--- src/rtl/adc_master_pkg.sv ---
package adc_master_pkg;

    localparam int ADC_CFG_BITS = 5;
    localparam int ADC_RES_BITS = 12;

    typedef enum logic [2:0] {
        ST_GAP,
        ST_SEL,
        ST_CFG_LO,
        ST_CFG_HI,
        ST_RD_LO,
        ST_RD_HI
    } adc_state_e;

endpackage

--- src/rtl/adc_phase_timer.sv ---
module adc_phase_timer #(
    parameter int HALF_DIV = 100
) (
    input  logic clk,
    input  logic rst_n,
    output logic tick
);
    localparam int EFF_DIV = (HALF_DIV < 2) ? 2 : HALF_DIV;
    localparam int TW      = $clog2(EFF_DIV);

    logic [TW-1:0] cnt_q;

    assign tick = (cnt_q == TW'(EFF_DIV - 1));

    always_ff @(posedge clk or negedge rst_n) begin
        if (!rst_n) begin
            cnt_q <= '0;
        end else if (tick) begin
            cnt_q <= '0;
        end else begin
            cnt_q <= cnt_q + 1'b1;
        end
    end
endmodule

--- src/rtl/adc_rx_shift.sv ---
module adc_rx_shift #(
    parameter int W = 13
) (
    input  logic         clk,
    input  logic         rst_n,
    input  logic         clear,
    input  logic         shift_en,
    input  logic         din,
    output logic [W-1:0] word
);
    always_ff @(posedge clk or negedge rst_n) begin
        if (!rst_n) begin
            word <= '0;
        end else if (clear) begin
            word <= '0;
        end else if (shift_en) begin
            word <= {word[W-2:0], din};
        end
    end
endmodule

--- src/rtl/adc_cs_decode.sv ---
module adc_cs_decode #(
    parameter int NUM_DEV = 2,
    parameter int DEV_W   = 1
) (
    input  logic               active,
    input  logic [DEV_W-1:0]   dev,
    output logic [NUM_DEV-1:0] cs_n
);
    for (genvar i = 0; i < NUM_DEV; i++) begin : g_sel
        assign cs_n[i] = !(active && (dev == DEV_W'(i)));
    end
endmodule

--- src/rtl/adc_conv_master.sv ---
module adc_conv_master
    import adc_master_pkg::*;
#(
    parameter int                NUM_DEV  = 2,
    parameter int                HALF_DIV = 100,
    parameter int                CFG_W    = ADC_CFG_BITS,
    parameter logic [CFG_W-1:0]  CFG_WORD = 5'b10011,
    parameter int                RES_W    = ADC_RES_BITS,
    localparam int               DEV_W    = (NUM_DEV > 1) ? $clog2(NUM_DEV) : 1
) (
    input  logic               clk,
    input  logic               rst_n,
    input  logic [DEV_W-1:0]   dev_sel,
    output logic               sclk,
    output logic [NUM_DEV-1:0] cs_n,
    output logic               sd_out,
    output logic               sd_oe,
    input  logic               sd_in,
    output logic               res_valid,
    output logic [RES_W-1:0]   res_data,
    output logic [DEV_W-1:0]   res_dev,
    output logic               frame_err
);
    localparam int RX_W  = RES_W + 1;
    localparam int MAXB  = (RX_W > CFG_W) ? RX_W : CFG_W;
    localparam int CNT_W = $clog2(MAXB + 1);

    adc_state_e        state_q, state_d;
    logic              tick;
    logic [CNT_W-1:0]  bit_q;
    logic [CFG_W-1:0]  cfg_sr_q;
    logic [DEV_W-1:0]  cur_dev_q;
    logic [RX_W-1:0]   rx_word;
    logic [RX_W-1:0]   final_word;
    logic              cfg_last, rd_last, frame_active;

    assign cfg_last = (bit_q == CNT_W'(CFG_W - 1));
    assign rd_last  = (bit_q == CNT_W'(RX_W - 1));

    adc_phase_timer #(.HALF_DIV(HALF_DIV)) u_timer (
        .clk   (clk),
        .rst_n (rst_n),
        .tick  (tick)
    );

    adc_rx_shift #(.W(RX_W)) u_rx (
        .clk      (clk),
        .rst_n    (rst_n),
        .clear    (tick && (state_q == ST_GAP)),
        .shift_en (tick && (state_q == ST_RD_LO)),
        .din      (sd_in),
        .word     (rx_word)
    );

    adc_cs_decode #(.NUM_DEV(NUM_DEV), .DEV_W(DEV_W)) u_cs (
        .active (frame_active),
        .dev    (cur_dev_q),
        .cs_n   (cs_n)
    );

    // next-state logic
    always_comb begin
        state_d = state_q;
        if (tick) begin
            unique case (state_q)
                ST_GAP:    state_d = ST_SEL;
                ST_SEL:    state_d = ST_CFG_LO;
                ST_CFG_LO: state_d = ST_CFG_HI;
                ST_CFG_HI: state_d = cfg_last ? ST_RD_LO : ST_CFG_LO;
                ST_RD_LO:  state_d = rd_last ? ST_GAP : ST_RD_HI;
                ST_RD_HI:  state_d = ST_RD_LO;
                default:   state_d = ST_GAP;
            endcase
        end
    end

    // state register and frame counters
    always_ff @(posedge clk or negedge rst_n) begin
        if (!rst_n) begin
            state_q   <= ST_GAP;
            bit_q     <= '0;
            cfg_sr_q  <= '0;
            cur_dev_q <= '0;
        end else begin
            state_q <= state_d;
            if (tick) begin
                unique case (state_q)
                    ST_GAP: begin
                        cur_dev_q <= dev_sel;
                        bit_q     <= '0;
                    end
                    ST_SEL: begin
                        cfg_sr_q <= CFG_WORD;
                        bit_q    <= '0;
                    end
                    ST_CFG_HI: begin
                        cfg_sr_q <= {cfg_sr_q[CFG_W-2:0], 1'b0};
                        bit_q    <= cfg_last ? '0 : bit_q + 1'b1;
                    end
                    ST_RD_LO: begin
                        bit_q <= rd_last ? '0 : bit_q + 1'b1;
                    end
                    default: begin
                        bit_q <= bit_q;
                    end
                endcase
            end
        end
    end

    // pin outputs decoded from state
    assign frame_active = (state_q != ST_GAP);
    assign sclk         = (state_q == ST_CFG_HI) || (state_q == ST_RD_HI);
    assign sd_oe        = (state_q == ST_CFG_LO) || (state_q == ST_CFG_HI);
    assign sd_out       = sd_oe && cfg_sr_q[CFG_W-1];

    // result outputs: the final bit joins the word on the closing edge
    assign final_word = {rx_word[RX_W-2:0], sd_in};

    always_ff @(posedge clk or negedge rst_n) begin
        if (!rst_n) begin
            res_valid <= 1'b0;
            res_data  <= '0;
            res_dev   <= '0;
            frame_err <= 1'b0;
        end else begin
            res_valid <= 1'b0;
            if (tick && (state_q == ST_RD_LO) && rd_last) begin
                res_valid <= 1'b1;
                res_data  <= final_word[RES_W-1:0];
                frame_err <= final_word[RX_W-1];
                res_dev   <= cur_dev_q;
            end
        end
    end
endmodule

--- config.mk ---
export PLATFORM = sky130hd
export DESIGN_NAME = adc_conv_master
export DESIGN_NICKNAME = d
export VERILOG_FILES = /design/src/rtl/adc_master_pkg.sv /design/src/rtl/adc_phase_timer.sv /design/src/rtl/adc_rx_shift.sv /design/src/rtl/adc_cs_decode.sv /design/src/rtl/adc_conv_master.sv
export SDC_FILE = /design/constraint.sdc
export NUM_CORES = 1
export LEC_CHECK = 0
export ABC_CLOCK_PERIOD_IN_PS = 2600
export BUFFER_PORTS_ARGS = -buffer_cell sky130_fd_sc_hd__buf_4
export CAP_MARGIN = 20
export CORE_MARGIN = 2
export CORE_UTILIZATION = 58
export CTS_BUF_LIST = sky130_fd_sc_hd__clkbuf_8
export DETAILED_ROUTE_END_ITERATION = 7
export GPL_ROUTABILITY_DRIVEN = 0
export GPL_TIMING_DRIVEN = 0
export PLACE_DENSITY = 0.79
export SLEW_MARGIN = 20
export SYNTH_ARGS = -nofsm -noshare
export SYNTH_HDL_FRONTEND = slang
export SYNTH_HIERARCHICAL = 1
export SYNTH_SLANG_ARGS = --single-unit
--- constraint.sdc ---
create_clock -name clk -period 2.6 [get_ports clk]
set_input_delay 0.65 -clock clk [delete_from_list [all_inputs] [get_ports clk]]
set_output_delay 0.65 -clock clk [all_outputs]
set_load 0.02 [all_outputs]
==> results.toml, run 1 <==
[global_routing]
grt_use_met1_pct = 27.6
grt_pass1_wl_um = 6880
grt_max_degree = 48
grt_pass1_vias = 1453
antenna_found_initial = 0
use_met2_pct = 36.1
track_usage_pct = 21.4
grt_util_met3_pct = 4.79
grt_busiest_layer = "met2"
grt_overflow = 0

[route]
ant_nets = 0
wl_um = 3970
routedWlPerCell_um = 15.2
remaining_drc_errors = 0
avgViaCountPerCell = 5.59
first_iter_violations = 140
drt-pass1-iter-count = 4
vias = 1459

[worst_setup_path]
crit_required_ps = 1950
cpPeakStageDelay_ps = 440
path_class = "flip-flop to primary output"
critPathLaunchType = "flip-flop"
end_kind = "primary output"
cp_max_fo = 10
crit_slowest_cell = "dfrtp_1"
path_cells = "buf_2 > nor2b_1 > and2_1 > buf_4"
arrival_ps = 1520

[clocking]
cts.sinks = 47
clock_latency_ps = 300
htree_num_levels = 2
cts_tree = "built"
clkTransAtPathRegs_ps = 90
cts_made_buffers = 5
cts-root-buf = "clkbuf_8"
cts_hold_buffers = 0
clock_path_buffers = 2
cts_setup_buffers = 0
post_cts_resized = 0

[timing]
setup_viol = 0
worst_pin_slew_ps = 575
fin_skew_ps = 5.65
fin_crit_ps = 2170
rsz0062_at_grt = "no"
fmax_mhz = 461
finalMaxSlewViolations = 0
tns_ps = 0
maxSlewHeadroom_pct = 61.7
finalHoldWorstSlack_ps = 349
post-route-period-util_pct = 83.4
hold_viol_final = 0

[die]
dieArea_mm2 = 0.00424
die_h_um = 65.1
die_w_um = 65.1
io_pins = 24
start_util_pct = 59.7
rows = 22
core_area_mm2 = 0.00363

[run_status]
status = "complete, no violations"

[placed_design]
placed_area_mm2 = 0.00240
place_inst = 253
hpwl_um = 2800
port_buffers = 23

[power_and_ir_drop]
p_leak_nw = 1.25
ir_worst_vdd_uv = 354
power_density_mw_per_mm2 = 485

[layout]
layout.nets = 219
final_cells = 261
fin_area_mm2 = 0.00250
drive_gt1_share_pct = 29.6
synthToLayoutAreaGrowth_pct = 15.3
diodes = 0

[synth]
postSynthAreaPerCell_um2 = 11.9
netlist_area_mm2 = 0.00217
syn_inst = 182
ys_warn_count = 6
synth_nets = 189

[min_path]
hold_class = "input port to asynchronous set/reset pin"

[job]
cap_violations = 0
## worst max-delay path: cells and delay by family (launching register included)
kind,cells,cell delay [ps]
buf+inv,2,370
simple gates,2,410
flops,1,440
## flip-flops by register name (all words and copies together), names as in the netlist
signal	flops
state_q	3
res_data	12
res_valid	1
frame_err	1
cfg_sr_q	5
u_timer/cnt_q	7
u_rx/word	12
res_dev	1
bit_q	4
cur_dev_q	1
## power by group
part,internal [mW],switching (mW)
clock,0.217,0.245
sequential,0.731,0.000501
combinational,0.00490,0.0155
total,0.953,0.261
## routing by layer
metal,vias to the layer above,part of all wire [%]
met5,-,0
met4,0,1.6
met3,10,5.1
met2,53,51
met1,708,43
li1,688,-
## cell type report
class / instances / area (um2)
buffer: 8 / 71.3
clock buffer: 6 / 82.6
clock inverter: 2 / 16.3
fill: 279 / 1130
inverter: 7 / 26.3
multi-input combinational: 120 / 895
sequential: 47 / 1180
tap: 48 / 60.1
timing repair buffer: 23 / 173
## metrics by stage
stage	worst slack, ps	util [%]	total power, mW
global route	349	68.8	1.25
detailed placement	571	66.1	0.767
floorplan	647	-	0.748
finish	431	68.8	1.21
global placement	625	66.1	0.767
CTS	437	68.8	1.22
## path summary, 6_finish.rpt
path | slack [ps] | startpoint | to | cells after the start
min in group clk | 490 | cfg_sr_q[1] | cfg_sr_q[1] | 2
max in group asynchronous | 1860 | rst_n | cfg_sr_q[1] | 1
worst max-delay path | 430 | state_q[1] | sd_out | 4
worst min register to register | 490 | cfg_sr_q[1] | cfg_sr_q[1] | 2
worst max register to register | 540 | u_timer/cnt_q[0] | frame_err | 7
worst min-delay path | 350 | rst_n | u_timer/cnt_q[6] | 1
## layout by cell type (no fill, tap or decap), drive strengths merged, types with 2 or more instances in the layout
cell type,count
nand2b,2
ha,3
a31oi,3
mux2i,14
clkbuf,9
nor2b,2
and3,4
o21ai,11
buf,28
xnor2,4
mux2,15
inv,7
dfrtp,47
nand2,16
nor2,20
nand3,8
a21oi,4
and2,2
Note: power is estimated with default switching activity, not from simulation.
==> run 2: changes to the inputs <==
Settings changed: ABC_AREA from default to 1, ABC_CLOCK_PERIOD_IN_PS 2600 to 1800, CORE_UTILIZATION 58 to 55, PLACE_DENSITY 0.79 to 0.78.
Clock period 2.6 ns to 1.8 ns, I/O delays scaled along.
==> results.toml, run 2 <==
[die]
die_h_um = 68.2
io_pins = 24
core_area_mm2 = 0.00397
dieArea_mm2 = 0.00465
die_w_um = 68.2
start_util_pct = 57.1
rows = 23

[timing]
worst_pin_slew_ps = 591
maxSlewHeadroom_pct = 60.6
fin_skew_ps = 5.96
post-route-period-util_pct = 98.5
fmax_mhz = 564
setup_viol = 0
finalMaxSlewViolations = 0
fin_crit_ps = 1770
hold_viol_final = 0
finalHoldWorstSlack_ps = 141
tns_ps = 0
rsz0062_at_grt = "yes"
worst_slack_ps = 27.4

[worst_setup_path]
startpoint = "state_q[0]"
cp_max_fo = 5
critPathLaunchType = "flip-flop"
end_kind = "primary output"
path_class = "flip-flop to primary output"
r2r-start = "u_timer/cnt_q[0]"
crit_required_ps = 1350
arrival_ps = 1320

[synth]
ys_warn_count = 6
postSynthAreaPerCell_um2 = 8.62
netlist_area_mm2 = 0.00227
syn_inst = 263
synth_nets = 270

[clocking]
clock_path_buffers = 2
htree_num_levels = 2
cts-root-buf = "clkbuf_8"
clkTransAtPathRegs_ps = 90
cts_tree = "built"
clock_latency_ps = 300
cts_made_buffers = 5
cts.sinks = 47
cts_hold_buffers = 0

[placed_design]
post-place-ws_ps = -120
placed_area_mm2 = 0.00250
hpwl_um = 2840
port_buffers = 23

[run_status]
status = "complete, no violations"

[route]
vias = 1844
drt-pass1-iter-count = 4
routedWlPerCell_um = 13.0
first_iter_violations = 106
ant_nets = 0
remaining_drc_errors = 0
wl_um = 4740
avgViaCountPerCell = 5.07

[min_path]
hold_class = "input port to asynchronous set/reset pin"

[global_routing]
grt_max_degree = 48
grt_pass1_wl_um = 7400
track_usage_pct = 21.6
grt_overflow = 0
grt_pass1_vias = 1651
antenna_found_initial = 0

[layout]
layout.nets = 320
final_common_cell = "nand2_1"
final_cell_mix = "93 x nand2_1, 44 x dfrtp_1, 43 x buf_4"
top_regs = "res_data x12, u_rx/word x12, u_timer/cnt_q x7"
fin_area_mm2 = 0.00285
drive_gt1_share_pct = 28.7
diodes = 0
synthToLayoutAreaGrowth_pct = 25.7

[job]
cap_violations = 0

[power_and_ir_drop]
p_leak_nw = 1.54
ir_worst_vdd_uv = 566
power_density_mw_per_mm2 = 701
run 2: changes by cell type in the layout (fill, tap and decap cells not counted), moves of 5 or more:
cell	change
buf_4	+20
inv_1	+11
inv_2	+5
mux2_2	-6
mux2_4	-9
mux2i_1	-14
nand2_1	+78
nand3_1	+15
nor2_4	+5
o21ai_1	+8
run 2: what timing repair did:
item / 4_1_cts / 5_1_grt
setup endpoints to repair: 16 / 19
gates resized for setup: 10 / 12
pin swaps: 2 / 4
setup buffers: 8 / 11
gates cloned: 0 / 1
run 2: through the flow:
step	power [mW]	cells	utilization [%]
4_1_cts	2.01	352	68.5
3_5_place_dp	1.10	336	63.0
3_3_place_gp	1.10	336	63.0
2_1_floorplan	1.08	263	-
6_report	2.00	364	71.7
5_1_grt	2.06	364	71.7
run 2: power breakdown:
group,switching (mW),internal [mW]
Combinational,0.0205,0.00414
Sequential,0,1.05
Clock,0.364,0.554
Total,0.384,1.61
run 2: worst paths after layout:
path | endpoint | slack [ps] | cells after the start
max reg2reg | u_rx/word[5] | 70 | 10
max | sd_out | 30 | 6
min in group clk | cur_dev_q | 350 | 3
min | u_timer/cnt_q[5] | 140 | 1
max in group asynchronous | state_q[1] | 1230 | 1
min reg2reg | u_rx/word[11] | 480 | 2
run 2: area by class of cell:
class	count	area (um2)
flip-flops and latches	47	1180
fillers	284	1120
multi-input cells	182	942
repair buffers	43	320
plain buffers	9	106
inverters	25	100
clock buffers	5	68.8
clock inverters	3	67.6
well taps	50	62.6
run 2: metal layers:
layer | part of all wire [%] | up-vias | track usage (%)
met2 | 50 | 38 | 33.5
met3 | 4.2 | 8 | 6.91
met1 | 45 | 861 | 28.6
li1 | - | 937 | -
met4 | 1.4 | 0 | 7.50
met5 | 0 | - | 0
run 2: worst max-delay path, stage by stage (launching register included):
cell and delay, ps:
dfrtp_1 370, buf_6 130, nand2_2 80, nor2_4 110, inv_2 60, a21oi_2 110
buf_4 150
